<file path="config.mk">
export PLATFORM = sky130hd
export DESIGN_NAME = mpr_train_readout
export DESIGN_NICKNAME = d
export VERILOG_FILES = /design/src/rtl/mpr_train_pkg.sv /design/src/rtl/mpr_regfile.sv /design/src/rtl/mpr_mode_ctl.sv /design/src/rtl/mpr_burst_gen.sv /design/src/rtl/mpr_train_readout.sv
export SDC_FILE = /design/constraint.sdc
export NUM_CORES = 1
export LEC_CHECK = 0
export CORE_MARGIN = 2
export CORE_UTILIZATION = 45
export CTS_CLUSTER_SIZE = 12
export DETAILED_ROUTE_END_ITERATION = 12
export HOLD_SLACK_MARGIN = 0.02
export PLACE_DENSITY = 0.68
export SYNTH_ARGS = -nofsm -noshare
export SYNTH_HDL_FRONTEND = slang
export SYNTH_HIERARCHICAL = 1
export SYNTH_SLANG_ARGS = --single-unit
</file>
<file path="constraint.sdc">
create_clock -name clk -period 3.4 [get_ports clk]
set_clock_uncertainty 0.1 [all_clocks]
set_input_delay 1.02 -clock clk [delete_from_list [all_inputs] [get_ports clk]]
set_output_delay 1.02 -clock clk [all_outputs]
set_load 0.005 [all_outputs]
</file>
<file path="src/rtl/mpr_train_pkg.sv">
package mpr_train_pkg;

    localparam int MPR_COUNT = 4;
    localparam int MPR_W     = 8;
    localparam int DQ_LANES  = 8;
    localparam int BURST_UI  = 8;

    localparam int SEL_W   = $clog2(MPR_COUNT);
    localparam int BURST_W = DQ_LANES * BURST_UI;

    typedef enum logic [1:0] {
        FMT_SERIAL   = 2'b00,
        FMT_PARALLEL = 2'b01,
        FMT_STAGGER  = 2'b10,
        FMT_RSVD     = 2'b11
    } rd_fmt_e;

    typedef logic [MPR_W-1:0] pat_t;

    typedef struct packed {
        logic               valid;
        logic [BURST_W-1:0] data;
    } burst_t;

    // Register idx < log2(width) alternates in runs of 2^idx, high runs first
    // from the LSB side; the remaining registers reset to zero.
    function automatic pat_t reset_pattern(input int idx);
        pat_t p;
        for (int b = 0; b < MPR_W; b++) begin
            if (idx < $clog2(MPR_W))
                p[b] = (((b >> idx) & 1) == 0);
            else
                p[b] = 1'b0;
        end
        return p;
    endfunction

    // The reserved code falls back to serial.
    function automatic rd_fmt_e norm_fmt(input logic [1:0] code);
        case (code)
            2'b01:   return FMT_PARALLEL;
            2'b10:   return FMT_STAGGER;
            default: return FMT_SERIAL;
        endcase
    endfunction

endpackage

</file>
<file path="src/rtl/mpr_regfile.sv">
module mpr_regfile
    import mpr_train_pkg::*;
#(
    parameter int NUM = MPR_COUNT,
    parameter int W   = MPR_W,
    localparam int SW = $clog2(NUM)
) (
    input  logic                   clk,
    input  logic                   rst,
    input  logic                   active_i,
    input  logic                   wr_i,
    input  logic [SW-1:0]          wr_sel_i,
    input  logic [W-1:0]           wr_data_i,
    output logic [NUM-1:0][W-1:0]  regs_o
);

    logic [NUM-1:0][W-1:0] regs_q;

    for (genvar r = 0; r < NUM; r++) begin : g_reg
        always_ff @(posedge clk) begin
            if (rst)
                regs_q[r] <= W'(reset_pattern(r));
            else if (active_i && wr_i && (wr_sel_i == SW'(r)))
                regs_q[r] <= wr_data_i;
        end
    end

    assign regs_o = regs_q;

    AST_WRITE_GATED: assert property (@(posedge clk) disable iff (rst)
        !(active_i && wr_i) |=> $stable(regs_q));

    AST_WRITE_LANDS: assert property (@(posedge clk) disable iff (rst)
        (active_i && wr_i) |=> (regs_q[$past(wr_sel_i)] == $past(wr_data_i)));

endmodule

</file>
<file path="src/rtl/mpr_mode_ctl.sv">
module mpr_mode_ctl
    import mpr_train_pkg::*;
#(
    parameter int NUM = MPR_COUNT,
    localparam int SW = $clog2(NUM)
) (
    input  logic          clk,
    input  logic          rst,
    input  logic          pre_all_i,
    input  logic          mode_cmd_i,
    input  logic          mode_on_i,
    input  logic [1:0]    mode_fmt_i,
    input  logic          stag_rd_i,
    output logic          active_o,
    output rd_fmt_e       fmt_o,
    output logic [SW-1:0] group_o
);

    logic          armed_q;
    logic          active_q;
    rd_fmt_e       fmt_q;
    logic [SW-1:0] group_q;

    // A precharge-all arms the path; the next mode command consumes it.
    always_ff @(posedge clk) begin
        if (rst)
            armed_q <= 1'b0;
        else if (pre_all_i)
            armed_q <= 1'b1;
        else if (mode_cmd_i)
            armed_q <= 1'b0;
    end

    always_ff @(posedge clk) begin
        if (rst) begin
            active_q <= 1'b0;
            fmt_q    <= FMT_SERIAL;
        end else if (mode_cmd_i) begin
            fmt_q <= norm_fmt(mode_fmt_i);
            if (!mode_on_i)
                active_q <= 1'b0;
            else if (armed_q)
                active_q <= 1'b1;
        end
    end

    always_ff @(posedge clk) begin
        if (rst || mode_cmd_i)
            group_q <= '0;
        else if (stag_rd_i)
            group_q <= (group_q == SW'(NUM - 1)) ? '0 : group_q + 1'b1;
    end

    assign active_o = active_q;
    assign fmt_o    = fmt_q;
    assign group_o  = group_q;

    AST_ENABLE_NEEDS_ARM: assert property (@(posedge clk) disable iff (rst)
        $rose(active_q) |-> $past(mode_cmd_i && mode_on_i && armed_q));

    AST_DISABLE_WINS: assert property (@(posedge clk) disable iff (rst)
        (mode_cmd_i && !mode_on_i) |=> !active_q);

    AST_GROUP_HOLD: assert property (@(posedge clk) disable iff (rst)
        !(mode_cmd_i || stag_rd_i) |=> $stable(group_q));

    AST_GROUP_CLEAR: assert property (@(posedge clk) disable iff (rst)
        mode_cmd_i |=> (group_q == '0));

endmodule

</file>
<file path="src/rtl/mpr_burst_gen.sv">
module mpr_burst_gen
    import mpr_train_pkg::*;
#(
    parameter int NUM   = MPR_COUNT,
    parameter int W     = MPR_W,
    parameter int LANES = DQ_LANES,
    parameter int UIS   = BURST_UI,
    localparam int SW   = $clog2(NUM),
    localparam int BW   = LANES * UIS
) (
    input  logic [NUM-1:0][W-1:0] regs_i,
    input  rd_fmt_e               fmt_i,
    input  logic [SW-1:0]         sel_i,
    input  logic [SW-1:0]         group_i,
    output logic [BW-1:0]         burst_o
);

    // Register feeding each lane in staggered form.
    logic [LANES-1:0][SW-1:0] stag_idx;

    for (genvar i = 0; i < LANES; i++) begin : g_lane_idx
        localparam int SLOT = i % NUM;
        logic [SW:0] sum;
        always_comb begin
            sum = (SW+1)'(SLOT) + {1'b0, group_i};
            if (sum >= (SW+1)'(NUM))
                stag_idx[i] = SW'(sum - (SW+1)'(NUM));
            else
                stag_idx[i] = SW'(sum);
        end
    end

    for (genvar n = 0; n < UIS; n++) begin : g_ui
        localparam int SER_BIT = W - 1 - (n % W);
        for (genvar i = 0; i < LANES; i++) begin : g_bit
            localparam int PAR_BIT = i % W;
            always_comb begin
                case (fmt_i)
                    FMT_PARALLEL: burst_o[n*LANES + i] = regs_i[sel_i][PAR_BIT];
                    FMT_STAGGER:  burst_o[n*LANES + i] = regs_i[stag_idx[i]][SER_BIT];
                    default:      burst_o[n*LANES + i] = regs_i[sel_i][SER_BIT];
                endcase
            end
        end
    end

endmodule

</file>
<file path="src/rtl/mpr_train_readout.sv">
module mpr_train_readout
    import mpr_train_pkg::*;
(
    input  logic               clk,
    input  logic               rst,
    input  logic               pre_all_i,
    input  logic               mode_cmd_i,
    input  logic               mode_on_i,
    input  logic [1:0]         mode_fmt_i,
    input  logic               wr_i,
    input  logic [SEL_W-1:0]   wr_sel_i,
    input  logic [MPR_W-1:0]   wr_data_i,
    input  logic               rd_i,
    input  logic [SEL_W-1:0]   rd_sel_i,
    output logic               mpr_active_o,
    output logic               burst_valid_o,
    output logic [BURST_W-1:0] burst_o
);

    logic [MPR_COUNT-1:0][MPR_W-1:0] regs;
    logic                            active;
    rd_fmt_e                         fmt;
    logic [SEL_W-1:0]                group;
    logic [BURST_W-1:0]              burst_next;
    logic                            rd_take;
    burst_t                          out_q;

    assign rd_take = rd_i && active;

    mpr_mode_ctl #(.NUM(MPR_COUNT)) u_mode (
        .clk        (clk),
        .rst        (rst),
        .pre_all_i  (pre_all_i),
        .mode_cmd_i (mode_cmd_i),
        .mode_on_i  (mode_on_i),
        .mode_fmt_i (mode_fmt_i),
        .stag_rd_i  (rd_take && (fmt == FMT_STAGGER)),
        .active_o   (active),
        .fmt_o      (fmt),
        .group_o    (group)
    );

    mpr_regfile #(.NUM(MPR_COUNT), .W(MPR_W)) u_regs (
        .clk       (clk),
        .rst       (rst),
        .active_i  (active),
        .wr_i      (wr_i),
        .wr_sel_i  (wr_sel_i),
        .wr_data_i (wr_data_i),
        .regs_o    (regs)
    );

    mpr_burst_gen #(
        .NUM   (MPR_COUNT),
        .W     (MPR_W),
        .LANES (DQ_LANES),
        .UIS   (BURST_UI)
    ) u_gen (
        .regs_i  (regs),
        .fmt_i   (fmt),
        .sel_i   (rd_sel_i),
        .group_i (group),
        .burst_o (burst_next)
    );

    always_ff @(posedge clk) begin
        if (rst) begin
            out_q <= '0;
        end else begin
            out_q.valid <= rd_take;
            out_q.data  <= rd_take ? burst_next : '0;
        end
    end

    assign mpr_active_o  = active;
    assign burst_valid_o = out_q.valid;
    assign burst_o       = out_q.data;

    AST_NO_BURST_WHEN_OFF: assert property (@(posedge clk) disable iff (rst)
        (rd_i && !mpr_active_o) |=> (!burst_valid_o && (burst_o == '0)));

    AST_VALID_AFTER_READ: assert property (@(posedge clk) disable iff (rst)
        burst_valid_o |-> $past(rd_i && mpr_active_o));

    AST_IDLE_ZERO: assert property (@(posedge clk) disable iff (rst)
        !burst_valid_o |-> (burst_o == '0));

    AST_READ_GIVES_VALID: assert property (@(posedge clk) disable iff (rst)
        (rd_i && mpr_active_o) |=> burst_valid_o);

endmodule

</file>
==> impl_metrics.json <==
{
  "seqPwrFrac": 0.464,
  "status": "finished, final reports clean",
  "insertion_delay_ns": 0.35,
  "yosys-top-cells-area": "dfxtp_1, mux4_2, and4b_1",
  "num_vias": 4135,
  "cts-resized-gates": 0,
  "die_h_um": 117.3,
  "ios": 87,
  "cts_setup_buffers": 0,
  "cts_tree": "yes",
  "antennaDiodeCount": 0,
  "setup_viol": 0,
  "powerDensity_nw_per_um2": 380.6,
  "grt_use_total": 0.1871,
  "postSynthCellCount": 505,
  "combPwrFrac": 0.109,
  "cts_buffer_depth": 2,
  "numCtsBuffers": 9,
  "cp-start-kind": "input pin",
  "end_kind": "flop",
  "cts_htree_levels": 3,
  "dpl.hpwl_mm": 8.624,
  "synthToLayoutAreaGrowth_pct": 19.81,
  "netlist_area_um2": 5781,
  "multiInputGateArea_um2": 3333,
  "totalNegativeSetupSlack_ns": 0,
  "final_cells": 742,
  "drt-pass1-iter-count": 4,
  "clock.fmax_mhz": 343.4,
  "avgSynthCellArea_um2": 11.45,
  "initial_core_util": 0.4599,
  "max-cap-violations": 0,
  "syn_nets": 529,
  "async_flop_share": 0,
  "routabilityCongestion": 0.8349,
  "slew_violations": 0,
  "grt_pass1_wl_mm": 20.65,
  "worstPathRequired_ns": 3.54,
  "clock_sinks": 103,
  "cp_data_arrival_time_ns": 3.05,
  "drive_gt1_frac": 0.1825,
  "synth_warnings": 6,
  "route.detailed.wl_per_inst_um": 17.21,
  "drt-total-wl_mm": 12.77,
  "numPortBuffers": 86,
  "clock_power_share": 0.426,
  "relSlewSlack": 0.3260,
  "ys_top_cells_by_count": "dfxtp_1, and4b_1, a21oi_1",
  "vias_per_cell": 5.573,
  "fin_crit_sh": 0.8564,
  "grt_overflow": 0,
  "critPathKind": "in2reg",
  "post-synth-top-count-cell": "dfxtp_1",
  "chipWidth_um": 117.3,
  "grt_max_degree": 119,
  "ys_types": 33,
  "drcViolationCount": 0,
  "hp-class": "reg2reg",
  "ctsRootBufferMaster": "clkbuf_16",
  "r2r_cells": 5,
  "regArea_um2": 2063,
  "p_sw_uw": 621.5,
  "grt_pass1_vias": 3870,
  "worst_pin_slew_ns": 1.011,
  "grt_antenna_before_repair": 0,
  "core_um2": 12570,
  "swShare": 0.2358,
  "min_path_cells": 2,
  "ir_drop_v": 0.0001887,
  "placed_cells": 726,
  "fillers": 1117,
  "path_clk_slew_ns": 0.07,
  "synth_edf_count": 0,
  "cp_max_fo": 24,
  "rsz0062_at_grt": "false",
  "p_leak_uw": 0.002692,
  "period_needed_ns": 2.912,
  "synth_top_area_share": 0.3567,
  "hold_violations": 0,
  "synthFlopType": "dfxtp_1",
  "fin_nets": 589,
  "drtIter0Drc": 276,
  "ctsHoldBuffers": 0,
  "synth_top_area_cell": "dfxtp_1",
  "rows": 41,
  "dieArea_um2": 13770,
  "ys_ff_latch": 103,
  "p_int_uw": 2015,
  "ys_seq_area_frac": 0.3567,
  "ant_nets": 0
}
## final timing paths
path                          to  slack [ns]       startpoint
setup / recovery     burst_o[62]        0.49      rd_sel_i[1]
hold / removal    u_mode/armed_q        0.39   u_mode/armed_q
setup reg to reg     burst_o[62]        1.07  u_mode/fmt_o[0]
hold reg to reg   u_mode/armed_q        0.39   u_mode/armed_q
## sequential cells by signal (all words and copies together), names as in the netlist
| signal | flops |
|---|---|
| u_mode/fmt_o | 2 |
| u_mode/armed_q | 1 |
| u_regs/regs_o | 32 |
| u_mode/group_o | 2 |
| burst_valid_o | 1 |
| burst_o | 64 |
| u_mode/active_o | 1 |
## logic make-up after synthesis
logic type | count (synthesis) | share of synthesized area
AO/OA/AOI/OAI | 69 | 0.09048
adder cells (fa/ha/maj) | 3 | 0.006494
buffers and inverters | 52 | 0.06667
flip-flops | 103 | 0.3567
multiplexers | 89 | 0.2487
AND/OR/NAND/NOR | 189 | 0.2310
## critical path, stage by stage
cell,delay (ns)
clkdlybuf4s50_1,0.50
buf_12,0.19
mux2_2,0.38
a221oi_4,0.55
a21oi_1,0.15
and4b_2,0.23
## cell usage in the layout, fill, tap and decap left out, types with 2 or more instances in the layout
cell type        instances
and4b_1                 61
a221oi_4                 8
nand4b_1                 2
mux2_4                   7
mux2_2                   9
inv_1                    3
and4b_2                  6
nor2_1                  19
nor2b_1                  2
nand2_1                 40
dfxtp_1                102
clkbuf_16                9
nor3_1                   2
clkdlybuf4s50_1         85
mux2i_1                 33
nand2b_1                40
and2b_1                  8
ha_1                     3
mux4_2                  40
clkinvlp_4               2
buf_4                   10
bufinv_16                2
buf_12                   2
a21oi_1                 60
nand3b_1                 2
## power groups by stage
| stage | clock network [uW] | logic, uW | registers, uW |
|---|---|---|---|
| floorplan | 0 | 206 | 1250 |
| global placement | 0 | 280 | 1250 |
| detailed placement | 0 | 285 | 1250 |
| CTS | 1140 | 286 | 1220 |
| global route | 1190 | 313 | 1220 |
| finish | 1120 | 288 | 1220 |
## layer usage
metal / vias to the layer above / wire length (um) / track usage
li1: 2010 / - / -
met1: 1984 / 6031 / 0.2653
met2: 125 / 5784 / 0.2873
met3: 16 / 761 / 0.03745
met4: 0 / 195 / 0.06099
met5: - / 0 / 0
## metrics by stage
step | hold slack, ns | cell area (um^2) | worst slack (ns) | power [uW] | util
2_1_floorplan | 0.3447 | 5781 | 0.9322 | 1458 | -
3_3_place_gp | 0.3581 | 6594 | 0.1967 | 1532 | 0.5246
3_5_place_dp | 0.3783 | 6594 | 0.1576 | 1537 | 0.5246
4_1_cts | 0.3889 | 6925 | 0.5221 | 2651 | 0.5510
5_1_grt | 0.4050 | 6925 | 0.4584 | 2726 | 0.5510
6_report | 0.3917 | 6925 | 0.4882 | 2636 | 0.5510
## cell type report
| type | count | area share |
|---|---|---|
| inverter | 3 | 0.001626 |
| clock inverter | 6 | 0.01337 |
| timing repair buffer | 98 | 0.1402 |
| tap | 172 | 0.03107 |
| sequential | 103 | 0.2979 |
| clock buffer | 10 | 0.03451 |
| multi-input combinational | 350 | 0.4813 |
Power figures use the tool's default switching activity.
